**src/rtl/scan_seq_pkg.sv**
```systemverilog
package scan_seq_pkg;

    typedef enum logic [2:0] {
        SQ_IDLE,
        SQ_ARMED,
        SQ_DELAY,
        SQ_LAUNCH,
        SQ_SCAN,
        SQ_GAP
    } sq_state_t;

endpackage

```
**src/rtl/seq_tick_timer.sv**
```systemverilog
// Down-counter that advances on timebase ticks and saturates at zero.
// expire_now is high when the count is already zero or reaches zero this clock.
module seq_tick_timer #(
    parameter int W = 24
) (
    input  logic         clk,
    input  logic         rst_n,
    input  logic         tick,
    input  logic         load,
    input  logic [W-1:0] load_val,
    output logic         expire_now
);

    logic [W-1:0] remain;

    always_ff @(posedge clk or negedge rst_n) begin
        if (!rst_n) begin
            remain <= '0;
        end else if (load) begin
            remain <= load_val;
        end else if (tick && (remain != '0)) begin
            remain <= remain - W'(1);
        end
    end

    assign expire_now = (remain == '0) || ((remain == W'(1)) && tick);

endmodule

```
**src/rtl/seq_chan_pick.sv**
```systemverilog
// Finds the lowest enabled channel above a given index (or the lowest overall),
// and for each channel whether any enabled channel lies above it.
module seq_chan_pick #(
    parameter int NCH = 8,
    parameter int CHW = 3
) (
    input  logic [NCH-1:0] en,
    input  logic [CHW-1:0] above,
    input  logic           from_bottom,
    output logic [CHW-1:0] nxt,
    output logic           nxt_vld,
    output logic [NCH-1:0] hi_any
);

    always_comb begin
        nxt     = '0;
        nxt_vld = 1'b0;
        for (int i = NCH - 1; i >= 0; i--) begin
            if (en[i] && (from_bottom || (i > int'(above)))) begin
                nxt     = CHW'(i);
                nxt_vld = 1'b1;
            end
        end
    end

    always_comb begin
        hi_any = '0;
        for (int i = 0; i < NCH; i++) begin
            for (int j = i + 1; j < NCH; j++) begin
                if (en[j]) hi_any[i] = 1'b1;
            end
        end
    end

endmodule

```
**src/rtl/scan_seq_top.sv**
```systemverilog
module scan_seq_top
    import scan_seq_pkg::*;
#(
    parameter int NCH      = 8,
    parameter int IW       = 24,
    parameter int CW       = 24,
    parameter int DW       = 16,
    parameter int RW       = 16,
    parameter int MIN_SAMP = 100,
    localparam int CHW     = (NCH > 1) ? $clog2(NCH) : 1
) (
    input  logic           clk,
    input  logic           rst_n,
    input  logic           tick,
    input  logic           trig,
    input  logic           start,
    input  logic           abort,
    input  logic           retrig_en,
    input  logic [NCH-1:0] chan_en,
    input  logic [IW-1:0]  samp_ival,
    input  logic [IW-1:0]  scan_ival,
    input  logic [CW-1:0]  scan_cnt,
    input  logic [DW-1:0]  dly_cnt,
    input  logic [RW-1:0]  retrig_num,
    output logic           scan_start,
    output logic           conv,
    output logic [CHW-1:0] conv_ch,
    output logic           scan_busy,
    output logic           acq_busy,
    output logic           samp_low
);

    sq_state_t      state, nstate;
    logic [CHW-1:0] cur_ch;
    logic [CW-1:0]  scans_left, scans_rem;
    logic [RW-1:0]  trigs_left;
    logic [IW-1:0]  samp_eff;
    logic           accept, arm, do_launch, do_conv, scan_last, more_scans;
    logic           dly_zn, scan_zn, samp_zn, pick_vld;
    logic [CHW-1:0] pick_ch;
    logic [NCH-1:0] hi_any;

    assign samp_low = (samp_ival < IW'(MIN_SAMP));
    assign samp_eff = samp_low ? IW'(MIN_SAMP) : samp_ival;

    seq_tick_timer #(.W(DW)) u_dly_tmr (
        .clk(clk), .rst_n(rst_n), .tick(tick),
        .load(accept), .load_val(dly_cnt), .expire_now(dly_zn)
    );

    seq_tick_timer #(.W(IW)) u_scan_tmr (
        .clk(clk), .rst_n(rst_n), .tick(tick),
        .load(do_launch), .load_val(scan_ival), .expire_now(scan_zn)
    );

    seq_tick_timer #(.W(IW)) u_samp_tmr (
        .clk(clk), .rst_n(rst_n), .tick(tick),
        .load(do_conv), .load_val(samp_eff), .expire_now(samp_zn)
    );

    seq_chan_pick #(.NCH(NCH), .CHW(CHW)) u_pick (
        .en(chan_en), .above(cur_ch), .from_bottom(do_launch),
        .nxt(pick_ch), .nxt_vld(pick_vld), .hi_any(hi_any)
    );

    // Event decode and next-state logic
    always_comb begin
        arm        = (state == SQ_IDLE) && start && (chan_en != '0);
        accept     = (state == SQ_ARMED) && trig;
        do_launch  = (state == SQ_LAUNCH) ||
                     ((state == SQ_GAP) && scan_zn && samp_zn);
        do_conv    = pick_vld && (do_launch || ((state == SQ_SCAN) && samp_zn));
        scan_last  = do_conv && !hi_any[pick_ch];
        scans_rem  = do_launch ? (scans_left - CW'(1)) : scans_left;
        more_scans = (scans_rem != '0);

        nstate = state;
        unique case (state)
            SQ_IDLE:   if (arm) nstate = SQ_ARMED;
            SQ_ARMED:  if (trig) nstate = (dly_cnt == '0) ? SQ_LAUNCH : SQ_DELAY;
            SQ_DELAY:  if (dly_zn) nstate = SQ_LAUNCH;
            SQ_LAUNCH, SQ_SCAN, SQ_GAP: begin
                if (scan_last) begin
                    if (more_scans)               nstate = SQ_GAP;
                    else if (trigs_left > RW'(1)) nstate = SQ_ARMED;
                    else                          nstate = SQ_IDLE;
                end else if (do_launch) begin
                    nstate = SQ_SCAN;
                end
            end
            default: nstate = SQ_IDLE;
        endcase
        if (abort) nstate = SQ_IDLE;
    end

    // State register
    always_ff @(posedge clk or negedge rst_n) begin
        if (!rst_n) state <= SQ_IDLE;
        else        state <= nstate;
    end

    // Scan, trigger and channel bookkeeping
    always_ff @(posedge clk or negedge rst_n) begin
        if (!rst_n) begin
            cur_ch     <= '0;
            scans_left <= '0;
            trigs_left <= '0;
        end else begin
            if (do_conv) cur_ch <= pick_ch;
            if (accept) begin
                scans_left <= (scan_cnt == '0) ? CW'(1) : scan_cnt;
            end else if (do_launch) begin
                scans_left <= scans_left - CW'(1);
            end
            if (arm) begin
                if (retrig_en && (retrig_num != '0)) trigs_left <= retrig_num;
                else                                 trigs_left <= RW'(1);
            end else if (scan_last && !more_scans && (trigs_left != '0)) begin
                trigs_left <= trigs_left - RW'(1);
            end
        end
    end

    // Outputs
    always_comb begin
        scan_start = do_launch;
        conv       = do_conv;
        conv_ch    = pick_ch;
        scan_busy  = do_launch || (state == SQ_LAUNCH) || (state == SQ_SCAN);
        acq_busy   = (state == SQ_LAUNCH) || (state == SQ_SCAN) || (state == SQ_GAP);
    end

endmodule

```
**config.mk**
```make
export PLATFORM = sky130hd
export DESIGN_NAME = scan_seq_top
export DESIGN_NICKNAME = d
export VERILOG_FILES = /design/src/rtl/scan_seq_pkg.sv /design/src/rtl/seq_tick_timer.sv /design/src/rtl/seq_chan_pick.sv /design/src/rtl/scan_seq_top.sv
export SDC_FILE = /design/constraint.sdc
export NUM_CORES = 1
export LEC_CHECK = 0
export ABC_CLOCK_PERIOD_IN_PS = 12100
export BUFFER_PORTS_ARGS = -buffer_cell sky130_fd_sc_hd__buf_2
export CORE_AREA = 8 8 137 139
export DETAILED_ROUTE_END_ITERATION = 8
export DIE_AREA = 0 0 145 147
export PLACE_DENSITY = 0.65
export SKIP_CTS_REPAIR_TIMING = 1
export SLEW_MARGIN = 40
export SYNTH_ARGS = -nofsm -noshare
export SYNTH_HDL_FRONTEND = slang
export SYNTH_SLANG_ARGS = --single-unit
```
**constraint.sdc**
```tcl
create_clock -name clk -period 12.1 [get_ports clk]
set_input_delay 0.605 -clock clk [delete_from_list [all_inputs] [get_ports clk]]
set_output_delay 0.605 -clock clk [all_outputs]
set_load 0.01 [all_outputs]
```
# Word level (Yosys, flattened, before mapping)

Cells that the tools add are included.
Widths: inputs -> output; s select.

Bits in registers: 110
Bits of input ports: 119
Output and inout port bits: 8
Logic and storage cells: 165

$add $sub $neg: 5
Magnitude comparators: 10
Equality and inequality tests: 12
Multiplexer cells: 69
Reduce and logical (&&, ||, !) cells: 62

Operators by type and width:

| kind                  | number |
|---|---|
| $mux 24               | 8 |
| $mux 16               | 5 |
| $logic_not 24->1      | 3 |
| $reduce_bool 24->1    | 3 |
| $sub 24x1->24 const B | 3 |
| $eq 24x1->1 const B   | 2 |
| $reduce_bool 16->1    | 3 |
| $mux 3                | 15 |
| $mux 1                | 39 |
| $logic_not 16->1      | 2 |
| $sub 16x1->16 const B | 2 |
| $logic_and 1x1->1     | 25 |
| $lt 24x7->1 const B   | 1 |
| $eq 16x1->1 const B   | 1 |
| $gt 16x1->1 const B   | 1 |
| $logic_or 1x1->1      | 16 |
| $gt 3x3->1 const A    | 4 |
| $pmux 3 s4            | 1 |
| $ne 3x3->1 const B    | 3 |
| $reduce_bool 2->1     | 4 |
| $reduce_bool 8->1     | 1 |
| $eq 3x2->1 const B    | 2 |
| $eq 3x3->1 const B    | 2 |
| $gt 2x3->1 const A    | 2 |
| 9 further kinds       | 10 |

# Logic depth before layout (Yosys ltp)

Gate-level depths: netlist of run 1.

Word-level depth: 24
Gate-level depth with buffers: 16

# Modules after synthesis

Synthesis of run 1 repeated with hierarchy kept, for this count alone.

Cell total of the unflattened synthesis: 1,000
Area, all modules: 8,261.7 µm²

By module, submodules not included:

| module                       | instances | cells each | area each (µm²) | seq. area each (µm²) |
|---|---|---|---|---|
| scan_seq_top                 | 1         | 448        | 3,623.5         | 1,151.1 |
| seq_tick_timer at u_scan_tmr | 1         | 215        | 1,751.7         | 600.6 |
| seq_tick_timer at u_samp_tmr | 1         | 166        | 1,542.7         | 600.6 |
| seq_tick_timer at u_dly_tmr  | 1         | 124        | 1,048.5         | 400.4 |
| seq_chan_pick                | 1         | 47         | 295.3           | 0.0 |

# Worst setup path after synthesis of run 1

No wires, ideal clock.

Path kind: register to register
Start: register u_scan_tmr.remain[4]
End: register trigs_left[8]
Library setup time: 0.126 ns
Data arrival time: 3.870 ns
Setup slack: 8.103 ns
Stages on the path, launching flop included: 14
Buffers on the path: 3
Clock period less this slack: 3.997 ns
Cell sequence: dfrtp_1 or4_4 or3_1 buf_2 or4_4 buf_6 o31a_1 nor2_2 o211ai_2 nor4_4 nand4_4 or2_0 buf_2 a311o_1

Longest elaborated chain between the ends: 23

RTL lines:

| element                              | RTL line             | text |
|---|---|---|
| start, declared                      | seq_tick_timer.sv:14 | `logic [W-1:0] remain;` |
| start signal, assigned               | seq_tick_timer.sv:20 | `remain <= load_val;` |
| start signal, assigned               | seq_tick_timer.sv:22 | `remain <= remain - W'(1);` |
| $eq 24x1->1                          | seq_tick_timer.sv:26 | `assign expire_now = (remain == '0) \|\| ((remain == W'(1)) && tick);` |
| $logic_and 1x1->1                    | seq_tick_timer.sv:26 |  |
| $logic_or 1x1->1 *                   | seq_tick_timer.sv:26 |  |
| $logic_and 1x1->1 * (2 in a row)     | scan_seq_top.sv:71   | `((state == SQ_GAP) && scan_zn && samp_zn);` |
| $logic_or 1x1->1 *                   | scan_seq_top.sv:70   | `do_launch = (state == SQ_LAUNCH) \|\|` |
| $logic_or 1x1->1                     | seq_chan_pick.sv:19  | `if (en[i] && (from_bottom \|\| (i > int'(above)))) begin` |
| $logic_and 1x1->1                    | seq_chan_pick.sv:19  |  |
| $mux 3 (8 in a row)                  | seq_chan_pick.sv:19  |  |
| $bmux 1 s3                           | scan_seq_top.sv:73   | `scan_last = do_conv && !hi_any[pick_ch];` |
| $mux 1 (not written as such)         | scan_seq_top.sv:73   |  |
| $logic_not 1->1                      | scan_seq_top.sv:73   |  |
| $logic_and 1x1->1                    | scan_seq_top.sv:73   |  |
| $logic_and 1x1->1 * (2 in a row)     | scan_seq_top.sv:118  | `end else if (scan_last && !more_scans && (trigs_left != '0)) begin` |
| $reduce_bool 2->1 (no source line) * | --                   |  |
| end signal, assigned                 | scan_seq_top.sv:116  | `if (retrig_en && (retrig_num != '0)) trigs_left <= retrig_num;` |
| end signal, assigned                 | scan_seq_top.sv:119  | `trigs_left <= trigs_left - RW'(1);` |
| end, declared                        | scan_seq_top.sv:36   | `logic [RW-1:0] trigs_left;` |

Mark *: on every way between the ends. The rest lies on a longest branch, timed or not. The select of a mux whose other input is x is not followed.
A chain may end at the register's enable or synchronous reset.

# Final worst setup path of run 1

Same ends and word-level chain as after synthesis.

==> reports/qor.txt, run 1 <==
==============================================================================
Share of Yosys cell area claimed by the top area cell type ......        0.377
Final min period ................................................      4.76 ns
Pre-Repair DR Iteration Count ...................................            5
Layout cells sized above 1 ......................................        0.165
Effective utilization at floorplan ..............................        0.436
Number of nets with antenna violations after routing ............            0
Number of primary I/O pins ......................................          127
Initial antenna violation count .................................            0
Instance count of the mapped netlist ............................          897
Number of maximum-capacitance violations ........................            0
Post-detailed-routing wire length ...............................    20,300 µm
Total global routing track utilization ..........................        0.190
Relative area change from synthesis to final layout .............        15.2%
Series of cell instances along the critical path ................ or4_4 > or3_1 > nor4_4 > a311oi_1 > a21oi_1 > or3_1 > nand2b_1 > buf_4 > inv_1 > nand4_4 > or2_0 > a311o_1
Required time worst endpoint ....................................     12.34 ns
Status .......................................................... finished, final reports clean
Syn Nets ........................................................        1,026
Die Span X ......................................................       145 µm
Seq/Total Area, Yosys ...........................................        0.377
Measured slew at the worst slew-check pin .......................     0.684 ns
Achievable clock frequency ......................................    0.210 GHz
Number of H-tree levels .........................................            3
DRC violations left .............................................            0
Cell type contributing the most total cell area after synthesis . sky130_fd_sc_hd__dfrtp_1
Vias per cell ...................................................         5.65
Power Dens Cells ................................................   199 nW/µm²
Period Utilization, post-route ..................................        0.393
Largest incremental delay on the critical path ..................      0.58 ns
WL per Instance .................................................      16.6 µm
Sum of net half-perimeters after detailed placement .............    15,300 µm
Largest fanout on the critical path .............................           44
I/O Buffers .....................................................          126
Synth area leaders .............................................. sky130_fd_sc_hd__dfrtp_1, sky130_fd_sc_hd__nand2_1, sky130_fd_sc_hd__xnor2_1
Y dimension of the die ..........................................       147 µm
Post-synth cell types ...........................................           71
Min-Delay Path Class ............................................  in -> async
Pin count of the biggest net entering global routing ............           72
Critical Path Sink Type .........................................         flop
Most instantiated flip-flop cell in the synthesis netlist ....... sky130_fd_sc_hd__dfrtp_1
Count of state elements after synthesis .........................          110
Number of endpoints failing setup at the final stage ............            0
Synthesized area divided by synthesized cell count ..............     8.14 µm²
Maximum ir drop on the vdd rail .................................  0.0000826 V
Pre-CTS setup slack .............................................      7.36 ns
Number of placement rows ........................................           48
CTS Buf Count ...................................................            9
Slowest library cell on the worst path .......................... sky130_fd_sc_hd__or4_4
Fraction of registers with async set or reset after synthesis ...         1.00
Post-route clock skew ...........................................   0.00829 ns
EDFF count, synth ...............................................            0
CTS Root Buffer Type ............................................ sky130_fd_sc_hd__clkbuf_16
Mapped Area .....................................................     7300 µm²
Most Frequent Cell on Critical Path ............................. sky130_fd_sc_hd__or3_1
Final global-route overflow total ...............................            0
Die outline area ................................................   21,300 µm²
Violation count after the first detailed-route iteration ........          575
Clk pin slew, worst setup/hold paths ............................      0.08 ns
Final critical-path setup slack .................................      7.34 ns
Final slew viol count ...........................................            0
Clk sink count ..................................................          110
Hold Vio Cnt, Final .............................................            0
Vias in the first global route ..................................        6,762
CTS tree ........................................................        built
Count of yosys warnings during synthesis ........................            0
Core ar. ........................................................   16,800 µm²
Max_slew headroom ...............................................        0.544
Type of origin of the critical path .............................         flop
Setup TNS .......................................................         0 ns
Setup repair after global routing missed its margin .............        false
Global-route wire length before repair ..........................    33,800 µm
Via total after detailed routing ................................        6,924
Final net count .................................................        1,125
Final RePlAce weighted congestion ...............................        0.886
WS Path Type ....................................................   reg -> reg
Clock insertion delay at the later pin of the skew report .......      0.36 ns
Worst endpoint data arrival time ................................      5.00 ns
Leak ............................................................      3.29 nW
CTS max path bufs ...............................................            2
Ant. Diodes .....................................................            0
==============================================================================
-- cell usage in the layout (no fill, tap or decap), drive strengths merged, types with 12 or more instances in the layout --
cell type	Yosys	layout
a21oi	44	44
a31oi	15	15
buf	6	134
dfrtp	110	110
inv	27	29
nand2	115	115
nand3	22	22
nand4	17	17
nor2	90	90
nor3	39	39
nor4	46	46
o211ai	18	18
o21ai	78	78
or3	25	25
or4	12	12
xnor2	45	45
xor2	28	28
-- Yosys cell counts (16+ instances only) --
library cell	number
sky130_fd_sc_hd__nand2_1	115
sky130_fd_sc_hd__dfrtp_1	110
sky130_fd_sc_hd__nor2_1	89
sky130_fd_sc_hd__o21ai_0	76
sky130_fd_sc_hd__xnor2_1	45
sky130_fd_sc_hd__a21oi_1	44
sky130_fd_sc_hd__nor4_1	44
sky130_fd_sc_hd__clkbuf_1	40
sky130_fd_sc_hd__nor3_1	39
sky130_fd_sc_hd__xor2_1	28
sky130_fd_sc_hd__inv_1	27
sky130_fd_sc_hd__or3_1	25
sky130_fd_sc_hd__nand3_1	22
sky130_fd_sc_hd__o211ai_1	17
sky130_fd_sc_hd__nand4_1	16
-- registers in the layout, summed over array words and instances (netlist names) --
name               cells
scans_left            24
u_samp_tmr.remain     24
u_scan_tmr.remain     24
trigs_left            16
u_dly_tmr.remain      16
cur_ch                 3
state                  3
-- final timing paths --
path	start	to	slack, ns	cells after the start
max reg2reg	u_scan_tmr.remain[4]	trigs_left[8]	7.34	12
max	u_scan_tmr.remain[4]	trigs_left[8]	7.34	12
min in group clk	scan_ival[18]	u_scan_tmr.remain[18]	0.44	3
max in group asynchronous	rst_n	scans_left[10]	10.87	2
min reg2reg	trigs_left[3]	trigs_left[3]	0.56	2
min	rst_n	trigs_left[9]	0.22	1
-- power breakdown --
| group | total [mW] | internal [mW] | switching, mW | leakage (nW) |
|---|---|---|---|---|
| Clock | 0.314 | 0.164 | 0.151 | 0.144 |
| Sequential | 0.725 | 0.533 | 0.192 | 1.32 |
| Combinational | 0.631 | 0.286 | 0.345 | 1.83 |
| Total | 1.67 | 0.983 | 0.687 | 3.29 |
-- critical path: cells and delay by family (launching register included) --
kind,cells,cell delay [ns]
buffers and inverters,2,0.60
and+or+nand+nor,7,2.59
AOI/OAI and AO/OA,3,1.01
DFF,1,0.43
-- area by class of cell --
class	count	area [µm²]
fillers	1634	8350
repair buffers	134	701
well taps	225	282
inverters	27	101
clock buffers	9	225
flip-flops and latches	110	2750
clock inverters	7	82.6
multi-input cells	714	4270
-- routing by layer --
metal / track usage / wire length [µm] / share of wire / up-vias
met1: 0.250 / 9370 / 0.46 / 3271
met3: 0.0218 / 652 / 0.032 / 21
met5: 0 / 0 / 0 / -
li1: - / - / - / 3473
met2: 0.320 / 9980 / 0.49 / 159
met4: 0.0605 / 297 / 0.015 / 0
-- logic make-up after synthesis --
logic type,count (synthesis),share of synthesized area
compound gates,216,0.187
xor+xnor,73,0.0876
fa+ha+maj,10,0.0171
buf+inv,73,0.0391
flops,110,0.377
mux,3,0.00428
simple gates,412,0.288
-- stage by stage --
step	cells	cell area (µm²)	hold WS [ns]	power, mW	util
2_1_floorplan	897	7300	0.309	1.17	-
3_3_place_gp	1208	8080	0.543	1.34	0.482
3_5_place_dp	1210	8100	0.546	1.35	0.484
4_1_cts	1226	8410	0.249	1.67	0.502
5_1_grt	1226	8410	0.252	1.80	0.502
6_report	1226	8410	0.218	1.67	0.502
Note: power is estimated with default switching activity, not from simulation.
==> run 2, diff against run 1 <==
ABC_AREA = 1   (was unset)
ABC_CLOCK_PERIOD_IN_PS = 4900   (was 12100)
CORE_AREA = 8 8 141 143   (was 8 8 137 139)
DIE_AREA = 0 0 149 151   (was 0 0 145 147)
clock period = 4.9 ns   (was 12.1 ns; I/O delays follow)
==> run 2 against run 1 <==
  * Non-clock buffer count stayed put
  * Total power grew to 2.9 times the previous value
  * Global-route usage is 0.70 points higher
  * Synthesized cell count is 25% higher
  * Critical path depth is 9 higher
  * Design area is 6.1% higher
  * Utilization is 0.32 points higher
  * Die area is 5.6% higher
  * Combinational power grew to 3.8 times the previous value
  * Register-to-register slack worse by 6.2 ns
  * Clock skew is 0.0031 ns higher
  * Largest power group is now combinational cells
  * Critical endpoint is now trigs_left[3]
  * Clock power is 120% higher
==> reports/qor.txt, run 2 <==
==============================================================================
Largest fanout on the critical path .............................           32
CTS Buf Count ...................................................            9
Number of primary I/O pins ......................................          127
Fraction of registers with async set or reset after synthesis ...         1.00
Flop2flop setup slack ...........................................      1.13 ns
Slowest library cell on the worst path .......................... sky130_fd_sc_hd__dfrtp_1
EDFF count, synth ...............................................            0
Worst hold path cell count ......................................            3
Max_slew headroom ...............................................        0.522
Number of nets with antenna violations after routing ............            0
Clock insertion delay at the later pin of the skew report .......      0.36 ns
DRC violations left .............................................            0
Clk sink count ..................................................          110
Crit Reg-Reg Startpoint ......................................... u_samp_tmr.remain[0]
Status .......................................................... finished, final reports clean
Cell Count, Final, Fillers Out ..................................        1,475
Number of fill cells ............................................        1,778
Setup repair after global routing missed its margin .............        false
Sum of net half-perimeters after detailed placement .............    16,900 µm
Final global-route overflow total ...............................            0
Number of placement rows ........................................           49
Min-delay src ...................................................  scan_cnt[5]
Number of H-tree levels .........................................            3
I/O Buffers .....................................................          126
Instance count of the mapped netlist ............................        1,125
Period Utilization, post-route ..................................        0.770
Ant. Diodes .....................................................            0
Measured slew at the worst slew-check pin .......................     0.714 ns
Reg2Reg Depth ...................................................           21
Type of origin of the critical path .............................         flop
Post-synth cell types ...........................................           46
Hold path endpoint .............................................. scans_left[5]
Most used standard cell by instance count after synthesis ....... sky130_fd_sc_hd__nand2_1
Biggest registers after layout .................................. scans_left x24, u_samp_tmr.remain x24, u_scan_tmr.remain x24
Relative area change from synthesis to final layout .............        14.2%
Most instantiated flip-flop cell in the synthesis netlist ....... sky130_fd_sc_hd__dfrtp_1
Post-route clock skew ...........................................    0.0114 ns
Total global routing track utilization ..........................        0.197
Critical Path Sink Type .........................................         flop
Final slew viol count ...........................................            0
Power Dens Cells ................................................   543 nW/µm²
Min-Delay Path Class ............................................    in -> reg
Layout cells sized above 1 ......................................        0.153
Vias in the first global route ..................................        7,421
Synth top cells by count ........................................ sky130_fd_sc_hd__nand2_1, sky130_fd_sc_hd__nor2_1, sky130_fd_sc_hd__dfrtp_1
Setup TNS .......................................................         0 ns
Mapped Area .....................................................     7810 µm²
Leak ............................................................      4.23 nW
Hold Vio Cnt, Final .............................................            0
Seq/Total Area, Yosys ...........................................        0.353
Violation count after the first detailed-route iteration ........          508
Number of maximum-capacitance violations ........................            0
CTS max path bufs ...............................................            2
Count of state elements after synthesis .........................          110
Commonest non-fill, non-tap cells in the layout ................. sky130_fd_sc_hd__nand2_1, sky130_fd_sc_hd__nor2_1, sky130_fd_sc_hd__buf_2
Pre-Repair DR Iteration Count ...................................            8
Maximum ir drop on the vdd rail .................................   0.000244 V
Pin count of the biggest net entering global routing ............           60
Post-detailed-routing wire length ...............................    21,900 µm
Final RePlAce weighted congestion ...............................        0.903
Clk pin slew, worst setup/hold paths ............................      0.08 ns
Syn Nets ........................................................        1,254
Post-route total power ..........................................      4.85 mW
Count of yosys warnings during synthesis ........................            0
Die outline area ................................................   22,500 µm²
Via total after detailed routing ................................        7,667
Bufs and invs on worst path .....................................            3
Post-route core utilization .....................................        0.505
Y dimension of the die ..........................................       151 µm
Final min period ................................................      3.77 ns
Series of cell instances along the critical path ................ inv_1 > ha_1 > nand2_1 > nor2_1 > nand3_2 > nand2_2 > nand3_2 > nand2_4 > buf_4 > o21ai_1 > nand2_2 > nor2_1 > nand4_1 > nand2_1 > inv_2 > nand2_2 > nor2_4 > nand3_4 > nand2_4 > nand2_1 > nand2_1
Family with the most delay on the worst path .................... simple AND/OR/NAND/NOR gates
Most Frequent Cell on Critical Path ............................. sky130_fd_sc_hd__nand2_1
Number of endpoints failing setup at the final stage ............            0
Final net count .................................................        1,370
Required time worst endpoint ....................................      5.20 ns
Cell count after placement ......................................        1,458
Largest incremental delay on the critical path ..................      0.42 ns
Most common cell after layout, fill and taps aside .............. sky130_fd_sc_hd__nand2_1
CTS Root Buffer Type ............................................ sky130_fd_sc_hd__clkbuf_16
CTS tree ........................................................        built
Die Span X ......................................................       149 µm
Worst endpoint data arrival time ................................      4.07 ns
Cell type contributing the most total cell area after synthesis . sky130_fd_sc_hd__dfrtp_1
Synth area leaders .............................................. sky130_fd_sc_hd__dfrtp_1, sky130_fd_sc_hd__nand2_1, sky130_fd_sc_hd__nor2_1
WL per Instance .................................................      14.9 µm
WS Path Type ....................................................   reg -> reg
Achievable clock frequency ......................................    0.265 GHz
Initial antenna violation count .................................            1
Synthesized area divided by synthesized cell count ..............     6.94 µm²
Vias per cell ...................................................         5.20
Reg2reg end ..................................................... trigs_left[3]
Global-route wire length before repair ..........................    36,000 µm
Share of Yosys cell area claimed by the top area cell type ......        0.353
Final-layout worst hold slack ...................................    0.0996 ns
Core ar. ........................................................   17,700 µm²
Effective utilization at floorplan ..............................        0.442
==============================================================================
-- run 2: worst max-delay path by stage --
stage / from / endpoint / slack [ns] / cells past startpoint
floorplan: u_samp_tmr.remain[0] / trigs_left[13] / 2.20 / 22
global placement: u_samp_tmr.remain[0] / trigs_left[8] / 1.26 / 21
detailed placement: u_samp_tmr.remain[0] / trigs_left[9] / 1.13 / 21
CTS: u_samp_tmr.remain[0] / trigs_left[4] / 1.11 / 21
global route: u_samp_tmr.remain[0] / trigs_left[10] / 0.62 / 21
finish: u_samp_tmr.remain[0] / trigs_left[3] / 1.13 / 21
-- run 2: cell type report --
type / count / area, µm² / share of cell area
well taps: 229 / 287 / 0.0321
repair buffers: 134 / 699 / 0.0784
flip-flops and latches: 110 / 2750 / 0.309
inverters: 119 / 447 / 0.0501
multi-input cells: 867 / 4470 / 0.501
clock buffers: 10 / 229 / 0.0257
clock inverters: 6 / 38.8 / 0.00435
-- run 2: stage by stage --
stage | instance area (µm²) | worst slack, ns
after global placement | 8640 | 1.26
after CTS | 8910 | 1.11
after detailed placement | 8640 | 1.13
final | 8920 | 1.13
after floorplan | 7810 | 2.20
after global routing | 8920 | 0.620
-- run 2: kinds of logic after synthesis --
kind of cell	synth area share
flip-flops	0.353
AO/OA/AOI/OAI	0.124
adder cells (fa/ha/maj)	0.0160
XOR/XNOR	0.0828
AND/OR/NAND/NOR	0.349
buffers and inverters	0.0755
-- run 2: worst reg2reg max path, stage by stage (launching register included) --
cell and delay, ns:
sky130_fd_sc_hd__dfrtp_1 0.42, sky130_fd_sc_hd__inv_1 0.09, sky130_fd_sc_hd__ha_1 0.18, sky130_fd_sc_hd__nand2_1 0.08, sky130_fd_sc_hd__nor2_1 0.24, sky130_fd_sc_hd__nand3_2 0.14
sky130_fd_sc_hd__nand2_2 0.09, sky130_fd_sc_hd__nand3_2 0.11, sky130_fd_sc_hd__nand2_4 0.30, sky130_fd_sc_hd__buf_4 0.39, sky130_fd_sc_hd__o21ai_1 0.16, sky130_fd_sc_hd__nand2_2 0.08
sky130_fd_sc_hd__nor2_1 0.07, sky130_fd_sc_hd__nand4_1 0.09, sky130_fd_sc_hd__nand2_1 0.08, sky130_fd_sc_hd__inv_2 0.36, sky130_fd_sc_hd__nand2_2 0.13, sky130_fd_sc_hd__nor2_4 0.14
sky130_fd_sc_hd__nand3_4 0.20, sky130_fd_sc_hd__nand2_4 0.24, sky130_fd_sc_hd__nand2_1 0.08, sky130_fd_sc_hd__nand2_1 0.06
-- run 2: report_power, final --
part           internal [mW]  total [mW]  switching (mW)
logic                  0.895        2.40            1.50
registers               1.34        1.76           0.427
clock network          0.344       0.689           0.345
-- run 2: layer usage --
| metal | up-vias | GRT usage | routed length (µm) |
|---|---|---|---|
| li1 | 3937 | - | - |
| met1 | 3475 | 0.254 | 9930 |
| met2 | 229 | 0.323 | 10200 |
| met3 | 24 | 0.0490 | 1450 |
| met4 | 2 | 0.0510 | 350 |
| met5 | - | 0 | 13 |
==> run 3, diff against run 2 <==
ABC_CLOCK_PERIOD_IN_PS = 3860   (was 4900)
clock period = 3.86 ns   (was 4.9 ns; I/O delays follow)
==> run 3 against run 2 <==
  * Non-clock buffer count rose by 1
  * Routed wire length rose by 1.0%
  * First-iteration DRC count down 7.3%
  * Clock skew decreased by 0.0030 ns
  * Via count up 0.73%
  * Critical path depth shrank 3
==> reports/qor.txt, run 3 (synthesis gave the netlist of run 2 again) <==
========================================================================
Min-delay src ............................................. scan_cnt[20]
Hold Vio Cnt, Final .......................................            0
Setup repair after global routing missed its margin .......        false
Y dimension of the die ....................................       151 µm
Pre-Repair DR Iteration Count .............................            5
CTS tree ..................................................        built
Status .................................................... finished, final reports clean
Power Dens Cells ..........................................   699 nW/µm²
Via total after detailed routing ..........................        7,723
Biggest registers after layout ............................ scans_left x24, u_samp_tmr.remain x24, u_scan_tmr.remain x24
CTS Buf Count .............................................            9
Vias per cell .............................................         5.24
Period Utilization, post-route ............................        0.901
Final min period ..........................................      3.48 ns
Non-Filler Cell Area, Final ...............................     8960 µm²
Number of endpoints failing setup at the final stage ......            0
Achievable clock frequency ................................    0.288 GHz
Violation count after the first detailed-route iteration ..          471
Layout cells sized above 1 ................................        0.154
I/O Buffers ...............................................          126
Post-detailed-routing wire length .........................    22,100 µm
Clk sink count ............................................          110
Measured slew at the worst slew-check pin .................     0.734 ns
Flop2flop setup slack .....................................      0.41 ns
Final net count ...........................................        1,371
Leak ......................................................      4.25 nW
Number of H-tree levels ...................................            3
Die Span X ................................................       149 µm
Reg2Reg Depth .............................................           24
Post-route total power ....................................      6.26 mW
Hold path endpoint ........................................ scans_left[20]
Total global routing track utilization ....................        0.197
Commonest non-fill, non-tap cells in the layout ........... sky130_fd_sc_hd__nand2_1, sky130_fd_sc_hd__nor2_1, sky130_fd_sc_hd__buf_2
Setup TNS .................................................         0 ns
Most common cell after layout, fill and taps aside ........ sky130_fd_sc_hd__nand2_1
Number of placement rows ..................................           49
Core ar. ..................................................   17,700 µm²
Number of maximum-capacitance violations ..................            0
Pin count of the biggest net entering global routing ......           53
Final slew viol count .....................................            0
Worst hold path cell count ................................            3
Bufs and invs on worst path ...............................            5
Number of fill cells ......................................        1,836
Slowest library cell on the worst path .................... sky130_fd_sc_hd__dfrtp_1
Clk pin slew, worst setup/hold paths ......................      0.07 ns
Relative area change from synthesis to final layout .......        14.7%
Vias in the first global route ............................        7,473
CTS Root Buffer Type ...................................... sky130_fd_sc_hd__clkbuf_16
Die outline area ..........................................   22,500 µm²
Number of primary I/O pins ................................          127
Global-route wire length before repair ....................    36,300 µm
Maximum ir drop on the vdd rail ...........................   0.000363 V
Number of nets with antenna violations after routing ......            0
Series of cell instances along the critical path .......... inv_1 > ha_1 > nand2_1 > nor2_1 > nand3_2 > nand2_2 > nand3_2 > nand2_4 > inv_2 > nand2_2 > nand2_2 > nand2_2 > nor2_1 > nand4_1 > nand2_1 > inv_2 > buf_4 > buf_2
CTS max path bufs .........................................            2
Final RePlAce weighted congestion .........................        0.901
Clock insertion delay at the later pin of the skew report .      0.36 ns
Max_slew headroom .........................................        0.510
Largest fanout on the critical path .......................           33
Final global-route overflow total .........................            0
Type of origin of the critical path .......................         flop
WL per Instance ...........................................      15.0 µm
Largest incremental delay on the critical path ............      0.44 ns
Ant. Diodes ...............................................            0
Worst endpoint data arrival time ..........................      3.28 ns
Initial antenna violation count ...........................            1
Min-Delay Path Class ......................................    in -> reg
Critical Path Sink Type ................................... primary output
DRC violations left .......................................            0
Family with the most delay on the worst path .............. simple AND/OR/NAND/NOR gates
WS Path Type ..............................................   reg -> out
Required time worst endpoint ..............................      3.67 ns
Final-layout worst hold slack .............................    0.0504 ns
Crit Reg-Reg Startpoint ................................... u_samp_tmr.remain[0]
Post-route clock skew .....................................   0.00837 ns
Placed Area ...............................................     8650 µm²
Effective utilization at floorplan ........................        0.442
Sum of net half-perimeters after detailed placement .......    17,200 µm
Reg2reg end ............................................... trigs_left[9]
Most Frequent Cell on Critical Path ....................... sky130_fd_sc_hd__nand2_2
========================================================================
-- run 3: layer usage --
layer  wire length (µm)  track usage
met1              10300        0.255
met2              10300        0.326
met3               1230       0.0442
met4                325       0.0555
met5                 10            0
-- run 3: through the flow --
stage / utilization / std cells / setup WS (ns)
floorplan: - / 1125 / 1.16
global placement: 0.490 / 1459 / 0.554
detailed placement: 0.490 / 1459 / 0.433
CTS: 0.507 / 1474 / 0.386
global route: 0.507 / 1475 / 0.00487
finish: 0.507 / 1475 / 0.382
-- run 3: layout make-up --
| cell class | count | area (µm²) | area share |
|---|---|---|---|
| Clock buffer | 12 | 256 | 0.0286 |
| Sequential cell | 110 | 2750 | 0.307 |
| Inverter | 119 | 447 | 0.0499 |
| Tap cell | 229 | 287 | 0.0320 |
| Clock inverter | 3 | 43.8 | 0.00489 |
| Multi-Input combinational cell | 867 | 4470 | 0.499 |
| Timing Repair Buffer | 135 | 703 | 0.0785 |
-- run 3: worst max path at each step --
stage	start	end	cells after the start
after global placement	u_samp_tmr.remain[0]	u_scan_tmr.remain[23]	13
after floorplan	u_samp_tmr.remain[0]	trigs_left[13]	22
final	u_samp_tmr.remain[0]	conv	18
after global routing	u_samp_tmr.remain[0]	trigs_left[3]	24
after detailed placement	u_samp_tmr.remain[0]	trigs_left[1]	24
after CTS	u_samp_tmr.remain[0]	conv	18
-- run 3: worst min-delay path: stages --
cell	delay [ns]
sky130_fd_sc_hd__buf_2	0.09
sky130_fd_sc_hd__nand2_1	0.05
sky130_fd_sc_hd__nand2_1	0.05
-- run 3: power by group --
| part | internal [mW] | leakage, nW | switching (mW) |
|---|---|---|---|
| Clock | 0.537 | 0.149 | 0.437 |
| Sequential | 1.70 | 1.38 | 0.550 |
| Combinational | 1.14 | 2.73 | 1.90 |
